==> src/rtl/vpu_host_pkg.sv <==
package vpu_host_pkg;

    localparam int VADDR_W = 14;
    localparam int HI_W    = VADDR_W - 8;
    localparam int STEP_W  = 6;

    typedef enum logic [2:0] {
        RS_CTRL = 3'd0,
        RS_MASK = 3'd1,
        RS_STAT = 3'd2,
        RS_OAMA = 3'd3,
        RS_OAMD = 3'd4,
        RS_SCRL = 3'd5,
        RS_ADDR = 3'd6,
        RS_DATA = 3'd7
    } host_reg_e;

    typedef struct packed {
        logic [7:0]         ctrl;
        logic [7:0]         mask;
        logic [7:0]         oam_addr;
        logic [7:0]         scroll_x;
        logic [7:0]         scroll_y;
        logic [HI_W-1:0]    addr_hi;
        logic [VADDR_W-1:0] vram_addr;
        logic               toggle;
    } host_state_t;

endpackage

==> src/rtl/vpu_host_decode.sv <==
module vpu_host_decode
    import vpu_host_pkg::*;
#(
    parameter int ADDR_W = 16
) (
    input  logic              clk,
    input  logic              rst_n,
    input  logic              cpu_cs,
    input  logic              cpu_we,
    input  logic [ADDR_W-1:0] cpu_addr,
    output logic              acc_wr,
    output logic              acc_rd,
    output host_reg_e         sel
);

    logic cs_d, cs_q;
    logic take;
    logic unused_hi_bits;

    // Only the low three bits choose a register; the rest mirror.
    assign unused_hi_bits = ^cpu_addr[ADDR_W-1:3];
    assign sel            = host_reg_e'(cpu_addr[2:0]);

    always_comb begin
        cs_d = cpu_cs;
        take = cpu_cs & ~cs_q;
    end

    always_ff @(posedge clk or negedge rst_n) begin
        if (!rst_n) cs_q <= 1'b0;
        else        cs_q <= cs_d;
    end

    assign acc_wr = take & cpu_we;
    assign acc_rd = take & ~cpu_we;

endmodule

==> src/rtl/vpu_host_lockout.sv <==
module vpu_host_lockout #(
    parameter int LOCK_CYCLES = 30000
) (
    input  logic clk,
    input  logic rst_n,
    output logic locked
);

    localparam int CNT_W = $clog2(LOCK_CYCLES + 1);

    logic [CNT_W-1:0] cnt_d, cnt_q;

    always_comb begin
        locked = (cnt_q < CNT_W'(LOCK_CYCLES));
        cnt_d  = locked ? cnt_q + 1'b1 : cnt_q;
    end

    always_ff @(posedge clk or negedge rst_n) begin
        if (!rst_n) cnt_q <= '0;
        else        cnt_q <= cnt_d;
    end

endmodule

==> src/rtl/vpu_host_oam_zone.sv <==
module vpu_host_oam_zone #(
    parameter int DOT_W     = 9,
    parameter int CLR_FIRST = 257,
    parameter int CLR_LAST  = 320
) (
    input  logic             line_active,
    input  logic [DOT_W-1:0] dot,
    output logic             oam_clr
);

    localparam logic [DOT_W-1:0] LO = DOT_W'(CLR_FIRST);
    localparam logic [DOT_W-1:0] HI = DOT_W'(CLR_LAST);

    assign oam_clr = line_active && (dot >= LO) && (dot <= HI);

endmodule

==> src/rtl/vpu_host_regs.sv <==
module vpu_host_regs
    import vpu_host_pkg::*;
#(
    parameter int ADDR_W      = 16,
    parameter int LOCK_CYCLES = 30000,
    parameter int DOT_W       = 9,
    parameter int CLR_FIRST   = 257,
    parameter int CLR_LAST    = 320
) (
    input  logic               clk,
    input  logic               rst_n,
    input  logic               cpu_cs,
    input  logic               cpu_we,
    input  logic [ADDR_W-1:0]  cpu_addr,
    input  logic [7:0]         cpu_wdata,
    input  logic               line_active,
    input  logic [DOT_W-1:0]   dot,
    output logic [VADDR_W-1:0] nt_base,
    output logic [STEP_W-1:0]  vram_step,
    output logic               spr_tbl_hi,
    output logic               bg_tbl_hi,
    output logic               spr_tall,
    output logic               ext_drive,
    output logic               vblank_irq_en,
    output logic               gray,
    output logic               show_bg_left,
    output logic               show_spr_left,
    output logic               show_bg,
    output logic               show_spr,
    output logic [2:0]         tint,
    output logic               render_en,
    output logic [7:0]         oam_addr,
    output logic [7:0]         scroll_x,
    output logic [7:0]         scroll_y,
    output logic [VADDR_W-1:0] vram_addr,
    output logic               write_toggle,
    output logic               oam_we,
    output logic               vram_wr,
    output logic               vram_rd,
    output logic               status_rd
);

    localparam logic [VADDR_W-1:0] NT_ORIGIN = VADDR_W'(14'h2000);
    localparam int                 NT_SHIFT  = 10;

    host_state_t st_d, st_q;
    host_reg_e   sel;
    logic        acc_wr, acc_rd;
    logic        locked;
    logic        oam_clr;
    logic [VADDR_W-1:0] step_w;

    vpu_host_decode #(.ADDR_W(ADDR_W)) u_dec (
        .clk      (clk),
        .rst_n    (rst_n),
        .cpu_cs   (cpu_cs),
        .cpu_we   (cpu_we),
        .cpu_addr (cpu_addr),
        .acc_wr   (acc_wr),
        .acc_rd   (acc_rd),
        .sel      (sel)
    );

    vpu_host_lockout #(.LOCK_CYCLES(LOCK_CYCLES)) u_lock (
        .clk    (clk),
        .rst_n  (rst_n),
        .locked (locked)
    );

    vpu_host_oam_zone #(
        .DOT_W     (DOT_W),
        .CLR_FIRST (CLR_FIRST),
        .CLR_LAST  (CLR_LAST)
    ) u_zone (
        .line_active (line_active),
        .dot         (dot),
        .oam_clr     (oam_clr)
    );

    assign vram_step = st_q.ctrl[2] ? STEP_W'(32) : STEP_W'(1);
    assign step_w    = VADDR_W'(vram_step);

    always_comb begin
        st_d = st_q;
        if (acc_wr) begin
            unique case (sel)
                RS_CTRL: if (!locked) st_d.ctrl = cpu_wdata;
                RS_MASK: st_d.mask = cpu_wdata;
                RS_OAMA: st_d.oam_addr = cpu_wdata;
                RS_OAMD: st_d.oam_addr = st_q.oam_addr + 8'd1;
                RS_SCRL: begin
                    if (!st_q.toggle) st_d.scroll_x = cpu_wdata;
                    else              st_d.scroll_y = cpu_wdata;
                    st_d.toggle = ~st_q.toggle;
                end
                RS_ADDR: begin
                    if (!st_q.toggle) st_d.addr_hi   = cpu_wdata[HI_W-1:0];
                    else              st_d.vram_addr = {st_q.addr_hi, cpu_wdata};
                    st_d.toggle = ~st_q.toggle;
                end
                RS_DATA: st_d.vram_addr = st_q.vram_addr + step_w;
                default: ;
            endcase
        end
        if (acc_rd) begin
            if (sel == RS_STAT) st_d.toggle    = 1'b0;
            if (sel == RS_DATA) st_d.vram_addr = st_q.vram_addr + step_w;
        end
        if (oam_clr) st_d.oam_addr = 8'd0;
    end

    always_ff @(posedge clk or negedge rst_n) begin
        if (!rst_n) st_q <= '0;
        else        st_q <= st_d;
    end

    assign nt_base       = NT_ORIGIN | (VADDR_W'(st_q.ctrl[1:0]) << NT_SHIFT);
    assign spr_tbl_hi    = st_q.ctrl[3];
    assign bg_tbl_hi     = st_q.ctrl[4];
    assign spr_tall      = st_q.ctrl[5];
    assign ext_drive     = st_q.ctrl[6];
    assign vblank_irq_en = st_q.ctrl[7];
    assign gray          = st_q.mask[0];
    assign show_bg_left  = st_q.mask[1];
    assign show_spr_left = st_q.mask[2];
    assign show_bg       = st_q.mask[3];
    assign show_spr      = st_q.mask[4];
    assign tint          = st_q.mask[7:5];
    assign render_en     = st_q.mask[3] | st_q.mask[4];
    assign oam_addr      = st_q.oam_addr;
    assign scroll_x      = st_q.scroll_x;
    assign scroll_y      = st_q.scroll_y;
    assign vram_addr     = st_q.vram_addr;
    assign write_toggle  = st_q.toggle;

    assign oam_we    = acc_wr & (sel == RS_OAMD);
    assign vram_wr   = acc_wr & (sel == RS_DATA);
    assign vram_rd   = acc_rd & (sel == RS_DATA);
    assign status_rd = acc_rd & (sel == RS_STAT);

endmodule

==> config.mk <==
export PLATFORM = sky130hd
export DESIGN_NAME = vpu_host_regs
export DESIGN_NICKNAME = d
export VERILOG_FILES = /design/src/rtl/vpu_host_pkg.sv /design/src/rtl/vpu_host_decode.sv /design/src/rtl/vpu_host_lockout.sv /design/src/rtl/vpu_host_oam_zone.sv /design/src/rtl/vpu_host_regs.sv
export SDC_FILE = /design/constraint.sdc
export NUM_CORES = 1
export LEC_CHECK = 0
export ABC_AREA = 1
export ABC_CLOCK_PERIOD_IN_PS = 2100
export BUFFER_PORTS_ARGS = -buffer_cell sky130_fd_sc_hd__buf_2
export CORE_ASPECT_RATIO = 0.9
export CORE_MARGIN = 5
export CORE_UTILIZATION = 54
export DETAILED_ROUTE_END_ITERATION = 12
export GPL_TIMING_DRIVEN = 0
export PLACE_DENSITY = 0.8
export RECOVER_POWER = 100
export SYNTH_ARGS = -nofsm -noshare
export SYNTH_HDL_FRONTEND = slang
export SYNTH_SLANG_ARGS = --single-unit
==> constraint.sdc <==
create_clock -name clk -period 2.1 [get_ports clk]
set_input_delay 0.105 -clock clk [delete_from_list [all_inputs] [get_ports clk]]
set_output_delay 0.105 -clock clk [all_outputs]
set_load 0.1 [all_outputs]
* Word-level counts from Yosys, hierarchy flattened
Cells that the tools add are included.
** Cells by class
- Bitwise logic cells :: 12
- Reduce and logical (&&, ||, !) cells :: 12
- Muxes and demuxes :: 15
- Add/sub/neg operators :: 3
- $lt $le $gt $ge :: 3
- Equality and inequality tests :: 7
** Operators by type and width (count)
- $mux 45 :: 1
- $mux 14 :: 2
- $pmux 14 s2 :: 1
- $mux 8 :: 3
- $mux 6 :: 3
- $mux 16 :: 1
- $pmux 8 s2 :: 1
- $add 15x1->15 const B :: 1
- $lt 15x15->1 const B :: 1
- $mux 15 :: 1
- $add 14x6->14 :: 1
- $eq 3x3->1 const B :: 4
- $reduce_and 3->1 :: 4
- $ge 9x9->1 const B :: 1
- $le 9x9->1 const B :: 1
- $add 8x1->8 const B :: 1
- $and 1x1->1 :: 7
- $eq 3x2->1 const B :: 2
- $not 1->1 :: 4
- $reduce_and 2->1 :: 2
- $eq 3x1->1 const B :: 1
- $logic_not 3->1 :: 1
- $reduce_bool 3->1 :: 1
- $logic_and 1x1->1 :: 2
- other kinds (4) :: 5
** Storage, ports and cells
- Output and inout bits :: 77
- Input bits :: 38
- Register bits after elaboration :: 77

* Longest topological paths before layout
- Depth in word-level cells :: 6
- Gate-level depth with buffers :: 14
- Gate-level depth less buffers :: 14

* Hierarchy
A second synthesis with hierarchy kept.
** Unflattened totals
- Cell total of the unflattened synthesis :: 626
- Area, all modules :: 4753.3 µm²
** By module, submodules not included
- vpu_host_regs :: instances 1, seq. area each 1526.5 µm², cells each 471, area each 3696.0 µm²
- vpu_host_lockout :: instances 1, seq. area each 375.4 µm², cells each 133, area each 934.6 µm²
- vpu_host_decode :: instances 1, seq. area each 25.0 µm², cells each 9, area each 66.3 µm²
- vpu_host_oam_zone :: instances 1, seq. area each 0.0 µm², cells each 13, area each 56.3 µm²

* Worst setup path before layout
Ideal clock, no wire load.
- Kind :: register -> register
- Start :: register u_dec.cs_q
- End :: register st_q, in the netlist write_toggle
- Arrival :: 3.757 ns
- Cell stages (with the launch flop) :: 7
- Library setup time :: 0.319 ns
- Setup slack :: -1.976 ns
- Cell sequence :: dfrtp_1 -> nor2_4 -> inv_1 -> nor2_4 -> inv_1 -> nor4_1 -> a211oi_1
** RTL lines
- start, declared :: line vpu_host_decode.sv:16 : logic cs_d, cs_q;
- start signal, assigned :: line vpu_host_decode.sv:31 : else cs_q <= cs_d;
- end signal, assigned :: line vpu_host_regs.sv:114 : else st_q <= st_d;
- end, declared :: line vpu_host_regs.sv:46 : host_state_t st_d, st_q;

* Final worst setup path
- Start :: input port cpu_cs
- End :: output port vram_rd
** On the way
- Cells in the longest elaborated chain, start to end :: 3
** Ends and longest elaborated chain
- start, declared :: line vpu_host_regs.sv:12 : input logic cpu_cs,
- $and 1x1->1 :: line vpu_host_decode.sv:26 : take = cpu_cs & ~cs_q;
- $and 1x1->1 :: line vpu_host_decode.sv:35 : assign acc_rd = take & ~cpu_we;
- $and 1x1->1 :: line vpu_host_regs.sv:138 : assign vram_rd = acc_rd & (sel == RS_DATA);
- end, declared :: line vpu_host_regs.sv:39 : output logic vram_rd,
No other way between the ends.

==> impl_metrics.yaml <==
finish:
  multiInputGateArea_um2: 2183
  num_antenna_cells: 0
  syn2layout_area_growth_pct: 18.90
  nNetsFinal: 804
  drive_above_1_share: 0.2141
  regArea_um2: 1928
  fillers: 788
  fin_util: 0.6626
  fin_cells: 885
placed_design:
  place_inst: 867
  place_hpwl_um: 9475
  place_congestion: 0.9188
  port_buffers: 85
grt:
  grt_pass1_wl_um: 21000
  busiest_layer: "met2"
  grtUsageMet1: 0.3244
  grt_use_met3: 0.06944
  grt_max_degree: 53
  grt_overflow: 0
  grt_pass1_vias: 4309
  use_met2: 0.3768
  groute.usage.overall: 0.2419
  antenna_found_initial: 0
worst_setup_path:
  worstSetupStartpointType: "input port"
  endpoint_kind: "output pin"
  max_stage_delay_ns: 0.53
  path_delay_family: "buffers and inverters"
  cp_cell_sequence: "dlygate4sd3_1, buf_2, inv_1, nor2_4, nand2_1, nor2_2, clkbuf_4"
  cp.required_ns: 2.00
  path_class: "input port to output pin"
  crit_buf_inv: 4
  cp.arrival_ns: 1.90
  crit_fanout: 8
  slowest_stage: "dlygate4sd3_1"
power:
  p_leak_uw: 0.002935
  powerDensity_nw_per_um2: 1087
  p_sw_uw: 3090
  swShare: 0.4961
  p_comb_frac: 0.456
  power_frac_clock: 0.231
  internal_power_uw: 3138
  seqPwrFrac: 0.313
  peakVddDrop_uv: 954.0
clock_network:
  postCtsSetupBuffers: 0
  clkSinkCount: 77
  numCtsBuffers: 9
  cts_max_path_buffers: 2
  root_buffer: "clkbuf_8"
  cts_tree: "yes"
  clk-insertion-delay-late_ns: 0.36
  cts_max_level: 3
  clk_pin_slew_ns: 0.09
logic_synthesis:
  netlist_area_um2: 4820
  synth_seq_area_share: 0.3998
  synthArstFlopShare: 1.000
  synth_edf_count: 0
  post_synth_num_cell_types: 39
  synth_warnings: 0
  yosys-top-cells-area: "dfrtp_1, nand2_1, buf_4"
  syn_inst: 648
  postSynthAreaPerCell_um2: 7.438
  yosysTopAreaCellShare: 0.3998
  synth-main-ff-cell: "dfrtp_1"
  synth_area_leader_cell: "dfrtp_1"
  yosys_register_bits: 77
drt:
  remaining_drc_errors: 0
  vias: 4607
  drt_first_pass_iters: 5
  post_drt_wl_per_cell_um: 14.45
  ant_nets: 0
  wl_um: 12790
  via_per_inst: 5.206
  drtIter0Drc: 318
floorplanning:
  initial_core_util: 0.5573
  dieArea_um2: 10920
  fp.coreArea_um2: 8648
  die_y_um: 99.63
  ioPinCount: 115
  die_w_um: 109.6
  row_count: 32
timing:
  maxSlewHeadroom: -0.04238
  period_needed_ns: 2.005
  final-max-slew-violation-count: 26
  rsz0062_at_grt: "no"
  setup_violations: 0
  finalCritPeriodShare: 0.9549
  tightest_slew_ns: 1.564
  hold_viol: 0
  max_freq_ghz: 0.4987
  finalClockSkew_ns: 0.01380
run_status:
  violations: "capacitance limit, slew limit"
  status: "finished, violations left"
worst_hold_path:
  hold_path_class: "input port to register"
flow_run:
  maxCapViolCount: 1
-- cell type report --
| cell class | count | share of cell area |
|---|---|---|
| buffer | 75 | 0.09432 |
| clock buffer | 10 | 0.02402 |
| clock inverter | 6 | 0.02052 |
| inverter | 61 | 0.04105 |
| multi-input combinational | 449 | 0.3810 |
| sequential | 77 | 0.3365 |
| tap | 119 | 0.02598 |
| timing repair buffer | 88 | 0.07664 |
-- power by group through the flow --
stage | Sequential (µW) | Clock, µW | Combinational [µW]
finish | 1950 | 1440 | 2840
floorplan | 2070 | 0 | 2270
global route | 1980 | 1530 | 3010
CTS | 1940 | 1450 | 2860
detailed placement | 1960 | 0 | 2850
global placement | 1950 | 0 | 2810
-- logic make-up after synthesis --
group | share of synthesized area
xor gates and xnor gates | 0.02726
buffers and inverters | 0.1607
DFF | 0.3998
and+or+nand+nor | 0.2832
AOI/OAI and AO/OA | 0.1145
other | 0.001558
adders and majority gates | 0.01298
-- final timing paths --
path                              startpoint          endpoint  slack [ns]  cells after the start
min in group asynchronous              rst_n  u_lock.cnt_q[14]        0.66                      2
worst min-delay path            cpu_wdata[3]       oam_addr[3]        0.12                      3
worst max-delay path                  cpu_cs           vram_rd        0.09                      7
worst min register to register   scroll_y[6]       scroll_y[6]        0.49                      2
worst max register to register      st_q[55]      vram_addr[8]        0.13                     12
max in group asynchronous              rst_n          st_q[55]        0.50                      3
-- cells in the mapped netlist, types with 3 or more instances --
master	count
nor2_4	3
o21ai_1	5
nand2_1	199
o21ai_2	8
buf_2	5
xnor2_1	7
nor4_1	3
nand4_1	14
o211ai_1	3
a22oi_1	5
clkbuf_1	5
inv_1	54
or2_2	3
xor2_1	8
inv_2	6
nor2_1	33
nand3_1	44
a21oi_1	11
nor3_1	8
dfrtp_1	77
buf_4	62
o21ai_0	58
ha_1	5
buf_6	3
-- worst register-to-register path, delay by kind of cell, from the launching register on --
family          cells  cell delay [ns]
compound gates      2             0.27
fa+ha+maj           2             0.36
buf+inv             1             0.12
flops               1             0.48
simple gates        7             0.61
-- layout by cell type (no fill, tap or decap), drive strengths merged --
| cell | netlist | layout |
|---|---|---|
| nand2 | 202 | 202 |
| buf | 70 | 93 |
| clkbuf | 5 | 78 |
| dfrtp | 77 | 77 |
| o21ai | 71 | 71 |
| inv | 61 | 62 |
| nand3 | 45 | 45 |
| nor2 | 38 | 38 |
| conb | 2 | 16 |
| nand4 | 14 | 14 |
| a21oi | 11 | 11 |
| nor3 | 8 | 8 |
| xor2 | 8 | 8 |
| xnor2 | 7 | 7 |
| a22oi | 5 | 5 |
| ha | 5 | 5 |
| o211ai | 3 | 3 |
| or2 | 3 | 3 |
| bufinv | 0 | 3 |
| nor4 | 3 | 3 |
| clkinvlp | 0 | 2 |
| o21bai | 2 | 2 |
| dlygate4sd3 | 0 | 2 |
| a21boi | 1 | 1 |
| o22ai | 1 | 1 |
| a211oi | 1 | 1 |
| nand3b | 1 | 1 |
| nor3b | 1 | 1 |
| and3b | 1 | 1 |
| a31oi | 1 | 1 |
| a31o | 1 | 1 |
-- layer usage --
| metal | wire length, µm | share of wire |
|---|---|---|
| met1 | 5633 | 0.44 |
| met2 | 5911 | 0.46 |
| met3 | 983 | 0.077 |
| met4 | 263 | 0.021 |
| met5 | 0 | 0 |
-- what timing repair did --
action,4_1_cts,5_1_grt
setup endpoints to repair,1,6
endpoints found under the hold margin,26,0
hold buffers,2,0
gates resized for setup,1,6
cloned,0,0
-- state kept, by name (all words and copies together) (netlist names), 2 cells and up --
| signal | count |
|---|---|
| u_lock.cnt_q | 15 |
| vram_addr | 14 |
| oam_addr | 8 |
| scroll_x | 8 |
| scroll_y | 8 |
| st_q | 7 |
| tint | 3 |
| nt_base | 2 |
-- per-stage QoR --
| stage | TNS [ns] | power [µW] | worst slack, ns | cell area, µm² | hold WS, ns |
|---|---|---|---|---|---|
| 2_1_floorplan | -0.03751 | 4343 | -0.03751 | 4908 | -0.1906 |
| 3_3_place_gp | 0 | 4764 | 0.09509 | 5483 | 0.2296 |
| 3_5_place_dp | 0 | 4815 | 0.08279 | 5513 | 0.05033 |
| 4_1_cts | 0 | 6255 | 0.02944 | 5791 | 0.1002 |
| 5_1_grt | 0 | 6525 | 0.002947 | 5731 | 0.1423 |
| 6_report | 0 | 6229 | 0.09476 | 5731 | 0.1229 |
Power figures use the tool's default switching activity.
